<file path="config.mk">
export PLATFORM = sky130hd
export DESIGN_NAME = pgio_regfront
export DESIGN_NICKNAME = d
export VERILOG_FILES = /design/src/rtl/pgio_pkg.sv /design/src/rtl/pgio_decode.sv /design/src/rtl/pgio_pin_sync.sv /design/src/rtl/pgio_port_bank.sv /design/src/rtl/pgio_regfront.sv
export SDC_FILE = /design/constraint.sdc
export NUM_CORES = 1
export LEC_CHECK = 0
export BUFFER_PORTS_ARGS = -buffer_cell sky130_fd_sc_hd__buf_2
export CAP_MARGIN = 20
export CORE_ASPECT_RATIO = 0.6
export CORE_MARGIN = 2
export CORE_UTILIZATION = 56
export DETAILED_ROUTE_END_ITERATION = 10
export PLACE_DENSITY = 0.9
export SYNTH_ARGS = -nofsm -noshare
export SYNTH_HDL_FRONTEND = slang
export SYNTH_SLANG_ARGS = --single-unit
export TNS_END_PERCENT = 100
</file>
<file path="constraint.sdc">
create_clock -name clk -period 3.19 [get_ports clk]
set_clock_uncertainty 0.05 [all_clocks]
set_input_delay 0.319 -clock clk [delete_from_list [all_inputs] [get_ports clk]]
set_output_delay 0.319 -clock clk [all_outputs]
set_load 0.05 [all_outputs]
</file>
<file path="src/rtl/pgio_pkg.sv">
package pgio_pkg;
   typedef enum logic [1:0] {
      PG_OFF = 2'd0,
      PG_POL = 2'd1,
      PG_ENA = 2'd2,
      PG_ID  = 2'd3
   } page_e;

   typedef enum logic [2:0] {
      RG_PORT,
      RG_PEND,
      RG_CTL,
      RG_PAGED,
      RG_VOID
   } region_e;
endpackage

</file>
<file path="src/rtl/pgio_decode.sv">
module pgio_decode
   import pgio_pkg::*;
#(
   parameter int N_PORTS     = 6,
   parameter int N_IRQ_PORTS = 3,
   parameter int ADDR_W      = 4
) (
   input  logic [ADDR_W-1:0] addr,
   output region_e           region,
   output logic [ADDR_W-1:0] sub_idx
);
   localparam int PEND_OFS   = N_PORTS;
   localparam int CTL_OFS    = N_PORTS + 1;
   localparam int PAGED_BASE = N_PORTS + 2;
   localparam int LAST_OFS   = PAGED_BASE + N_IRQ_PORTS - 1;

   if (LAST_OFS >= (1 << ADDR_W)) begin : g_bad_window
      $error("pgio_decode: address window does not fit ADDR_W");
   end

   always_comb begin
      region  = RG_VOID;
      sub_idx = '0;
      if (int'(addr) < N_PORTS) begin
         region  = RG_PORT;
         sub_idx = addr;
      end else if (int'(addr) == PEND_OFS) begin
         region = RG_PEND;
      end else if (int'(addr) == CTL_OFS) begin
         region = RG_CTL;
      end else if (int'(addr) <= LAST_OFS) begin
         region  = RG_PAGED;
         sub_idx = addr - ADDR_W'(PAGED_BASE);
      end
   end
endmodule

</file>
<file path="src/rtl/pgio_pin_sync.sv">
module pgio_pin_sync #(
   parameter int WIDTH  = 48,
   parameter int STAGES = 2
) (
   input  logic             clk,
   input  logic             rst_n,
   input  logic [WIDTH-1:0] din,
   output logic [WIDTH-1:0] dout
);
   if (STAGES < 0) begin : g_bad_stages
      $error("pgio_pin_sync: STAGES must not be negative");
   end

   if (STAGES == 0) begin : g_direct
      assign dout = din;
   end else begin : g_chain
      logic [WIDTH-1:0] chain [STAGES];
      always_ff @(posedge clk) begin
         if (!rst_n) begin
            for (int i = 0; i < STAGES; i++) chain[i] <= '0;
         end else begin
            chain[0] <= din;
            for (int i = 1; i < STAGES; i++) chain[i] <= chain[i-1];
         end
      end
      assign dout = chain[STAGES-1];
   end
endmodule

</file>
<file path="src/rtl/pgio_port_bank.sv">
module pgio_port_bank #(
   parameter int N_PORTS = 6,
   parameter int PORT_W  = 8
) (
   input  logic                        clk,
   input  logic                        rst_n,
   input  logic [N_PORTS-1:0]          wr_hit,
   input  logic [N_PORTS-1:0]          lock,
   input  logic [PORT_W-1:0]           wdata,
   output logic [N_PORTS*PORT_W-1:0]   pull
);
   for (genvar g = 0; g < N_PORTS; g++) begin : g_port
      logic [PORT_W-1:0] q;

      always_ff @(posedge clk) begin
         if (!rst_n)                      q <= '0;
         else if (wr_hit[g] && !lock[g])  q <= wdata;
      end

      assign pull[g*PORT_W +: PORT_W] = q;

      AST_LOCKED_HOLD: assert property (@(posedge clk) disable iff (!rst_n)
         lock[g] |=> $stable(q));
      AST_UNLOCKED_LOAD: assert property (@(posedge clk) disable iff (!rst_n)
         (wr_hit[g] && !lock[g]) |=> (q == $past(wdata)));
   end
endmodule

</file>
<file path="src/rtl/pgio_regfront.sv">
module pgio_regfront
   import pgio_pkg::*;
#(
   parameter int PORT_W      = 8,
   parameter int N_PORTS     = 6,
   parameter int N_IRQ_PORTS = 3,
   parameter int ADDR_W      = 4,
   parameter int SYNC_STAGES = 2,
   localparam int N_LINES    = N_PORTS * PORT_W,
   localparam int PIDX_W     = (N_IRQ_PORTS > 1) ? $clog2(N_IRQ_PORTS) : 1
) (
   input  logic                 clk,
   input  logic                 rst_n,
   input  logic                 bus_sel,
   input  logic                 bus_we,
   input  logic [ADDR_W-1:0]    bus_addr,
   input  logic [PORT_W-1:0]    bus_wdata,
   output logic [PORT_W-1:0]    bus_rdata,
   input  logic [N_LINES-1:0]   pin_level,
   output logic [N_LINES-1:0]   pad_pull,
   input  logic [N_IRQ_PORTS-1:0] irq_pend,
   output logic                 iu_wr,
   output logic                 iu_rd,
   output logic [1:0]           iu_kind,
   output logic [PIDX_W-1:0]    iu_port,
   output logic [PORT_W-1:0]    iu_wdata,
   input  logic [PORT_W-1:0]    iu_rdata
);
   localparam int PSEL_W = (N_PORTS > 1) ? $clog2(N_PORTS) : 1;

   if (PORT_W < N_PORTS + 2) begin : g_bad_ctl
      $error("pgio_regfront: control byte cannot hold page and lock fields");
   end
   if (N_IRQ_PORTS > N_PORTS || N_IRQ_PORTS > PORT_W) begin : g_bad_irq
      $error("pgio_regfront: too many interrupt-capable ports");
   end
   if (PIDX_W > ADDR_W || PSEL_W > ADDR_W) begin : g_bad_idx
      $error("pgio_regfront: index wider than address");
   end

   region_e           region;
   logic [ADDR_W-1:0] sub_idx;

   pgio_decode #(
      .N_PORTS(N_PORTS), .N_IRQ_PORTS(N_IRQ_PORTS), .ADDR_W(ADDR_W)
   ) u_dec (
      .addr(bus_addr), .region(region), .sub_idx(sub_idx)
   );

   logic wr_any, rd_any;
   assign wr_any = bus_sel &  bus_we;
   assign rd_any = bus_sel & ~bus_we;

   // control byte: page in the top two bits, locks in the low bits
   page_e              page_q;
   logic [N_PORTS-1:0] lock_q;

   always_ff @(posedge clk) begin
      if (!rst_n) begin
         page_q <= PG_OFF;
         lock_q <= '0;
      end else if (wr_any && region == RG_CTL) begin
         page_q <= page_e'(bus_wdata[PORT_W-1 -: 2]);
         lock_q <= bus_wdata[N_PORTS-1:0];
      end
   end

   logic [PORT_W-1:0] ctl_rd;
   always_comb begin
      ctl_rd                 = '0;
      ctl_rd[PORT_W-1 -: 2]  = page_q;
      ctl_rd[N_PORTS-1:0]    = lock_q;
   end

   // port output bank
   logic [N_PORTS-1:0] wr_hit;
   always_comb begin
      for (int g = 0; g < N_PORTS; g++)
         wr_hit[g] = wr_any && (region == RG_PORT) && (int'(sub_idx) == g);
   end

   pgio_port_bank #(.N_PORTS(N_PORTS), .PORT_W(PORT_W)) u_bank (
      .clk(clk), .rst_n(rst_n), .wr_hit(wr_hit), .lock(lock_q),
      .wdata(bus_wdata), .pull(pad_pull)
   );

   // pin synchroniser and byte view
   logic [N_LINES-1:0] pin_sync;
   pgio_pin_sync #(.WIDTH(N_LINES), .STAGES(SYNC_STAGES)) u_sync (
      .clk(clk), .rst_n(rst_n), .din(pin_level), .dout(pin_sync)
   );

   logic [PORT_W-1:0] pin_byte [N_PORTS];
   for (genvar g = 0; g < N_PORTS; g++) begin : g_byte
      assign pin_byte[g] = pin_sync[g*PORT_W +: PORT_W];
   end

   // paged pass-through to the interrupt unit
   logic paged_live;
   assign paged_live = (region == RG_PAGED) && (page_q != PG_OFF);
   assign iu_wr    = wr_any & paged_live;
   assign iu_rd    = rd_any & paged_live;
   assign iu_kind  = page_q;
   assign iu_port  = sub_idx[PIDX_W-1:0];
   assign iu_wdata = bus_wdata;

   // read mux and registered read data
   logic [PORT_W-1:0] rd_mux;
   always_comb begin
      rd_mux = '0;
      unique case (region)
         RG_PORT:  rd_mux = pin_byte[sub_idx[PSEL_W-1:0]];
         RG_PEND:  rd_mux[N_IRQ_PORTS-1:0] = irq_pend;
         RG_CTL:   rd_mux = ctl_rd;
         RG_PAGED: rd_mux = paged_live ? iu_rdata : '0;
         default:  rd_mux = '0;
      endcase
   end

   always_ff @(posedge clk) begin
      if (!rst_n)      bus_rdata <= '0;
      else if (rd_any) bus_rdata <= rd_mux;
   end

   AST_PAGE_OFF_QUIET: assert property (@(posedge clk) disable iff (!rst_n)
      (page_q == PG_OFF) |-> (!iu_wr && !iu_rd));
   AST_IU_EXCLUSIVE: assert property (@(posedge clk) disable iff (!rst_n)
      $onehot0({iu_wr, iu_rd}));
   AST_PEND_HIGH_ZERO: assert property (@(posedge clk) disable iff (!rst_n)
      (rd_any && region == RG_PEND) |=> (bus_rdata[PORT_W-1:N_IRQ_PORTS] == '0));
   AST_RDATA_HOLD: assert property (@(posedge clk) disable iff (!rst_n)
      !rd_any |=> $stable(bus_rdata));
   AST_VOID_READ_ZERO: assert property (@(posedge clk) disable iff (!rst_n)
      (rd_any && region == RG_VOID) |=> (bus_rdata == '0));
endmodule

</file>
-- Yosys cells after proc, flatten, opt, wreduce, memory -nomap -nowiden
Memories as Yosys holds them, arrays and structs flattened.
Index checks and enable logic that the tools add are counted.
- reductions and logical operators: 24
- add/sub/neg operators: 1
- order comparisons: 3
- muxes and demuxes: 18
- equal/unequal tests: 10
- bitwise logic cells: 8
- operators by type and width (cell ; number):
    $mux 48 ; 2
    $bmux 8 s3 ; 1
    $mux 8 ; 3
    $eq 4x4->1 const B ; 4
    $mux 4 ; 4
    $logic_and 1x1->1 ; 15
    $pmux 5 s3 ; 1
    $mux 3 ; 4
    $pmux 3 s4 ; 1
    $eq 4x3->1 const B ; 2
    $eq 3x2->1 const B ; 2
    $logic_not 1->1 ; 6
    $and 1x1->1 ; 4
    $eq 4x2->1 const B ; 1
    $ge 4x4->1 const B ; 1
    $le 4x4->1 const B ; 1
    $logic_not 4->1 ; 1
    $lt 4x3->1 const B ; 1
    $not 3->4 ; 1
    $sub 4x4->4 const B ; 1
    $eq 3x1->1 const B ; 1
    $logic_not 3->1 ; 1
    $mux 1 ; 2
    $or 1x1->1 ; 2
    2 further kinds ; 2
- register bits after elaboration: 64
- word-level logic and storage cells: 74
- output and inout port bits: 70
- RAM bits: 96
- memories: 1
- memories (memory ; depth ; width ; rd ports ; clocked after memory_dff ; write ports ; line ; source):
    u_sync.g_chain.chain ; 2 ; 48 ; 2 ; 0 ; 2 ; pgio_pin_sync.sv:17 ; logic [WIDTH-1:0] chain [STAGES];

-- Longest topological paths before layout
- depth after elaboration: 10
- gate-level depth with buffers: 6
- gate-level depth less buffers: 4

-- Hierarchy
From an unflattened synthesis, not the netlist that was laid out.
- cells, all modules: 587
- area, all modules: 6172.2 um^2
- by module, submodules not included (module ; cells an instance ; sequential area each (um^2) ; times used ; area an instance (um^2)):
    pgio_pin_sync ; 250 ; 1921.8 ; 1 ; 2964.1
    pgio_port_bank ; 170 ; 960.9 ; 1 ; 1779.2
    pgio_regfront ; 154 ; 320.3 ; 1 ; 1338.8
    pgio_decode ; 13 ; 0.0 ; 1 ; 90.1

-- Worst setup path after synthesis
OpenSTA, ideal clock, no wires.
- path type: input to output
- start point: input bus_addr[0]
- end point: output iu_port[1]
- arrival time: 1807 ps
- path buffers: 2
- path slack: 1014 ps
- stages: 3
- required time: 2821 ps
- cell sequence: buf_4 buf_4 a211oi_1
- word-level cells in the longest chain between the ends: 5
- elaborated cells between the ends (all ways): 9
- classes of those cells: 1 x add/sub; 2 x order compare; 2 x eq/ne; 4 x mux
- ends and longest elaborated chain (what ; line ; source):
    start, declared ; pgio_regfront.sv:16 ; input logic [ADDR_W-1:0] bus_addr,
    $sub 4x4->4 or $le 4x4->1 (tied branches) ; pgio_decode.sv:33, pgio_decode.sv:31 ;
    $mux 4 ; pgio_decode.sv:31 ; end else if (int'(addr) <= LAST_OFS) begin
    $mux 4 ; pgio_decode.sv:29 ; end else if (int'(addr) == CTL_OFS) begin
    $mux 4 ; pgio_decode.sv:27 ; end else if (int'(addr) == PEND_OFS) begin
    $mux 4 (*) ; pgio_decode.sv:24 ; if (int'(addr) < N_PORTS) begin
    end, declared ; pgio_regfront.sv:25 ; output logic [PIDX_W-1:0] iu_port,
Mark *: on every way between the ends. The rest lies on a longest branch, timed or not.

-- Worst setup path in the final report
- start point: input bus_addr[0]
- end point: output iu_wr
- word-level cells in the longest chain between the ends: 8
- elaborated cells between the ends (all ways): 11
- classes of those cells: 2 x order compare; 3 x eq/ne; 4 x mux; 1 x bitwise; 1 x reduce/logical
- ends and longest elaborated chain (what ; line ; source):
    $le 4x4->1 ; pgio_decode.sv:31 ;
    $mux 3 ; pgio_decode.sv:31 ;
    $mux 3 ; pgio_decode.sv:29 ;
    $mux 3 ; pgio_decode.sv:27 ;
    $mux 3 (*) ; pgio_decode.sv:24 ;
    $eq 3x2->1 (*) ; pgio_regfront.sv:100 ; assign paged_live = (region == RG_PAGED) && (page_q != PG_OFF);
    $logic_and 1x1->1 (*) ; pgio_regfront.sv:100 ;
    $and 1x1->1 (*) ; pgio_regfront.sv:101 ; assign iu_wr = wr_any & paged_live;
    end, declared ; pgio_regfront.sv:22 ; output logic iu_wr,
Marks and branches as above.

==> flow_summary.toml <==
[status]
run_status = "finished, final reports clean"

[floorplan]
die_w_um = 135
dieHeight_um = 82.3
start_util = 0.577
placeableCoreArea_mm2 = 0.00991
dieArea_mm2 = 0.0111
number_of_standard_cell_rows_in_the_floorplan = 28
top_level_ports = 145

[worst_setup_path]
worstPathRequired_ps = 2820
critical_path.startpoint_type = "primary input"
timing.critical_path.fanout_max = 43
critPathKind = "primary input to primary output"
crit_path_top_delay_cell = "buf_2"
cp_top_family = "buffers and inverters"
cpPeakStageDelay_ps = 660
critical_path.most_common_cell = "buf_2"
path_cells = "buf_2, a21oi_1, o211a_1, and3_1, buf_2"
crit_buf_inv = 2
critical_path.endpoint_type = "primary output"
critPathArrivalTime_ps = 1910

[placement]
place_area_mm2 = 0.00639
placed_cells_incl_taps = 767
hpwlAfterDp_mm = 9.37
io_buffers = 144
finalWeightedCongestion = 0.869

[yosys]
netlist-cell-type-count = 51
syn_area_mm2 = 0.00573
ys_async_sr_fraction = 0
postSynthNetCount = 603
fraction_of_the_yosys_area_taken_by_sequential_cells = 0.559
synthesis.yosys.warnings = 0
syn_area_per_cell_um2 = 10.8
netlist_instances = 528
synth_enable_flop_cells = 0
ys_dominant_reg_cell = "dfxtp_1"
synth-seq-cells = 160

[global_route]
grt_first_pass_wirelength_mm = 20.5
use_met2 = 0.372
globalRouteOverflowTotal = 0
top_usage_layer = "met2"
grt_util_met1 = 0.336
first_global_vias = 3970
grt_usage = 0.245
grt_use_met3 = 0.0659
grt_start_max_net_pins = 98
grt_antenna_before_repair = 0

[power]
comb_power_share = 0.067
power.leakage_nw = 3.34
clock_power_share = 0.455
post-layout-total-power_mw = 4.36
power.ir.vdd_worst_mv = 0.441
power_report.internal_total_mw = 3.37
power_per_cell_area_mw_per_mm2 = 624
seq_power_share = 0.477
p_sw_mw = 0.994
power_switching_share = 0.228

[cells_and_area]
commonest_cells_after_routing_fill_and_taps_aside = "160 x dfxtp_1, 144 x buf_2, 97 x and2_1, 67 x mux2i_1, 62 x nor2_1"
fillers = 698
final_cells = 799
post-route-cell-area_mm2 = 0.00698
leading_cell_type_in_the_layout_fill_and_taps_excluded = "dfxtp_1"
share_of_layout_cells_above_drive_strength_1 = 0.285
footprint_of_the_multi_input_gates_mm2 = 0.00227
fin_nets = 726
flow.area_growth_from_synthesis_pct = 22.0
antenna_cells_inserted = 0
regArea_mm2 = 0.00320

[detailed_routing]
final_ant_viol_nets = 0
drtPass1Iterations = 5
detail_route.iter0.violations = 345
post_dr_vias_cell = 5.31
post-route-drc-count = 0
routed-via-count = 4241
routed_wire_length_per_instance_um = 16.8
finalWirelength_mm = 13.4

[timing]
finalMaxSlewViolations = 0
worst_slew_pin_slew_ps = 866
timing_hold_violations_final = 0
max_freq_mhz = 439
final.min_clock_period_ps = 2280
tns_ps = 0
min_period_over_period = 0.714
final-setup-viol-count = 0
rsz_0062_raised_after_global_routing = "false"
max-slew-margin-rel = 0.419

[flow_run]
max_cap_viol_count = 0

[worst_hold_path]
hp-class = "primary input to flop"

[cts]
cts_hold_buf = 0
cts_resized = 0
clock_tree.htree_level_count = 4
maximum_count_of_clock_buffers_along_a_single_path = 2
cts.root.buffer_cell = "clkbuf_16"
post-cts-setup-buffer-count = 0
clock_latency_on_the_worst_skew_pair_ps = 410
clk_pin_slew_ps = 60
cts-buffers-inserted = 17
cts_tree = "yes"
tritoncts_num_sinks = 160
logic make-up after synthesis:
family                 share of synthesized area
buffers and inverters                     0.0444
AOI/OAI and AO/OA                         0.0726
and+or+nand+nor                            0.203
muxes                                      0.121
DFF                                        0.559
per-stage QoR:
stage / utilization / hold slack (ps) / setup slack [ps]
global placement: 0.645 / 365 / 981
finish: 0.704 / 56.7 / 912
detailed placement: 0.645 / 369 / 943
floorplan: - / 356 / 1010
CTS: 0.704 / 50.4 / 947
global route: 0.704 / 50.6 / 779
path summary, 6_finish.rpt:
kind,startpoint,to,slack (ps),cells past startpoint
max,bus_addr[0],iu_wr,910,5
min,pin_level[36],u_sync.g_chain.chain[0][36]$_SDFF_PN0_,60,2
max reg2reg,lock_q[2]$_SDFFE_PN0P_,u_bank.g_port[2].q[5]$_SDFFE_PN0P_,1600,3
min reg2reg,u_sync.g_chain.chain[0][16]$_SDFF_PN0_,u_sync.g_chain.chain[0][64]$_SDFF_PN0_,380,1
flip-flops by register name, summed over array words and instances, names as in the netlist:
name / cells
u_sync.g_chain.chain: 96
u_bank.g_port.q: 48
bus_rdata: 8
lock_q: 6
iu_kind: 2
power groups by stage:
stage          combinational [mW]  sequential, mW  clock [mW]
6_report                    0.293            2.08        1.99
3_3_place_gp                0.280            2.12           0
4_1_cts                     0.291            2.08        2.01
2_1_floorplan               0.175            2.14           0
3_5_place_dp                0.288            2.12           0
5_1_grt                     0.315            2.09        2.10
synthesized netlist by cell type, types with 2 or more instances:
master,instances,area (um2)
dfxtp_1,160,3200
and2_1,97,607
mux2i_1,67,671
nor2_1,62,233
clkbuf_1,19,71.3
buf_4,12,90.1
a221oi_1,11,96.3
a211oi_1,9,67.6
buf_2,7,35.0
nor2b_1,7,43.8
o22ai_1,7,43.8
a211o_1,6,52.6
nand2_1,6,22.5
inv_1,4,15.0
buf_6,3,33.8
nand2b_1,3,18.8
o21ai_0,3,15.0
a21oi_1,2,10.0
and3_1,2,12.5
nand3_1,2,10.0
nor3_1,2,10.0
nor3_4,2,32.5
nor3b_1,2,15.0
o221ai_1,2,17.5
o2bb2ai_1,2,17.5
or2_2,2,12.5
or3_1,2,12.5
or4_4,2,22.5
per-layer routing:
layer / vias up / wire [um]
li1: 2030 / -
met1: 1990 / 6230
met2: 198 / 5850
met3: 23 / 1080
met4: 0 / 231
met5: - / 0
worst register-to-register path: stages, from the launching register on:
cell and delay, ps:
dfxtp_1 340, or4_1 770, mux2i_1 260, nor2_1 60
area by class of cell:
cell class,instances,area share
Tap cell,135,0.0242
Inverter,5,0.00269
Timing Repair Buffer,146,0.105
Multi-Input combinational cell,321,0.325
Sequential cell,160,0.459
Clock inverter,12,0.0190
Clock buffer,20,0.0654
(Power assumes the default switching activity.)
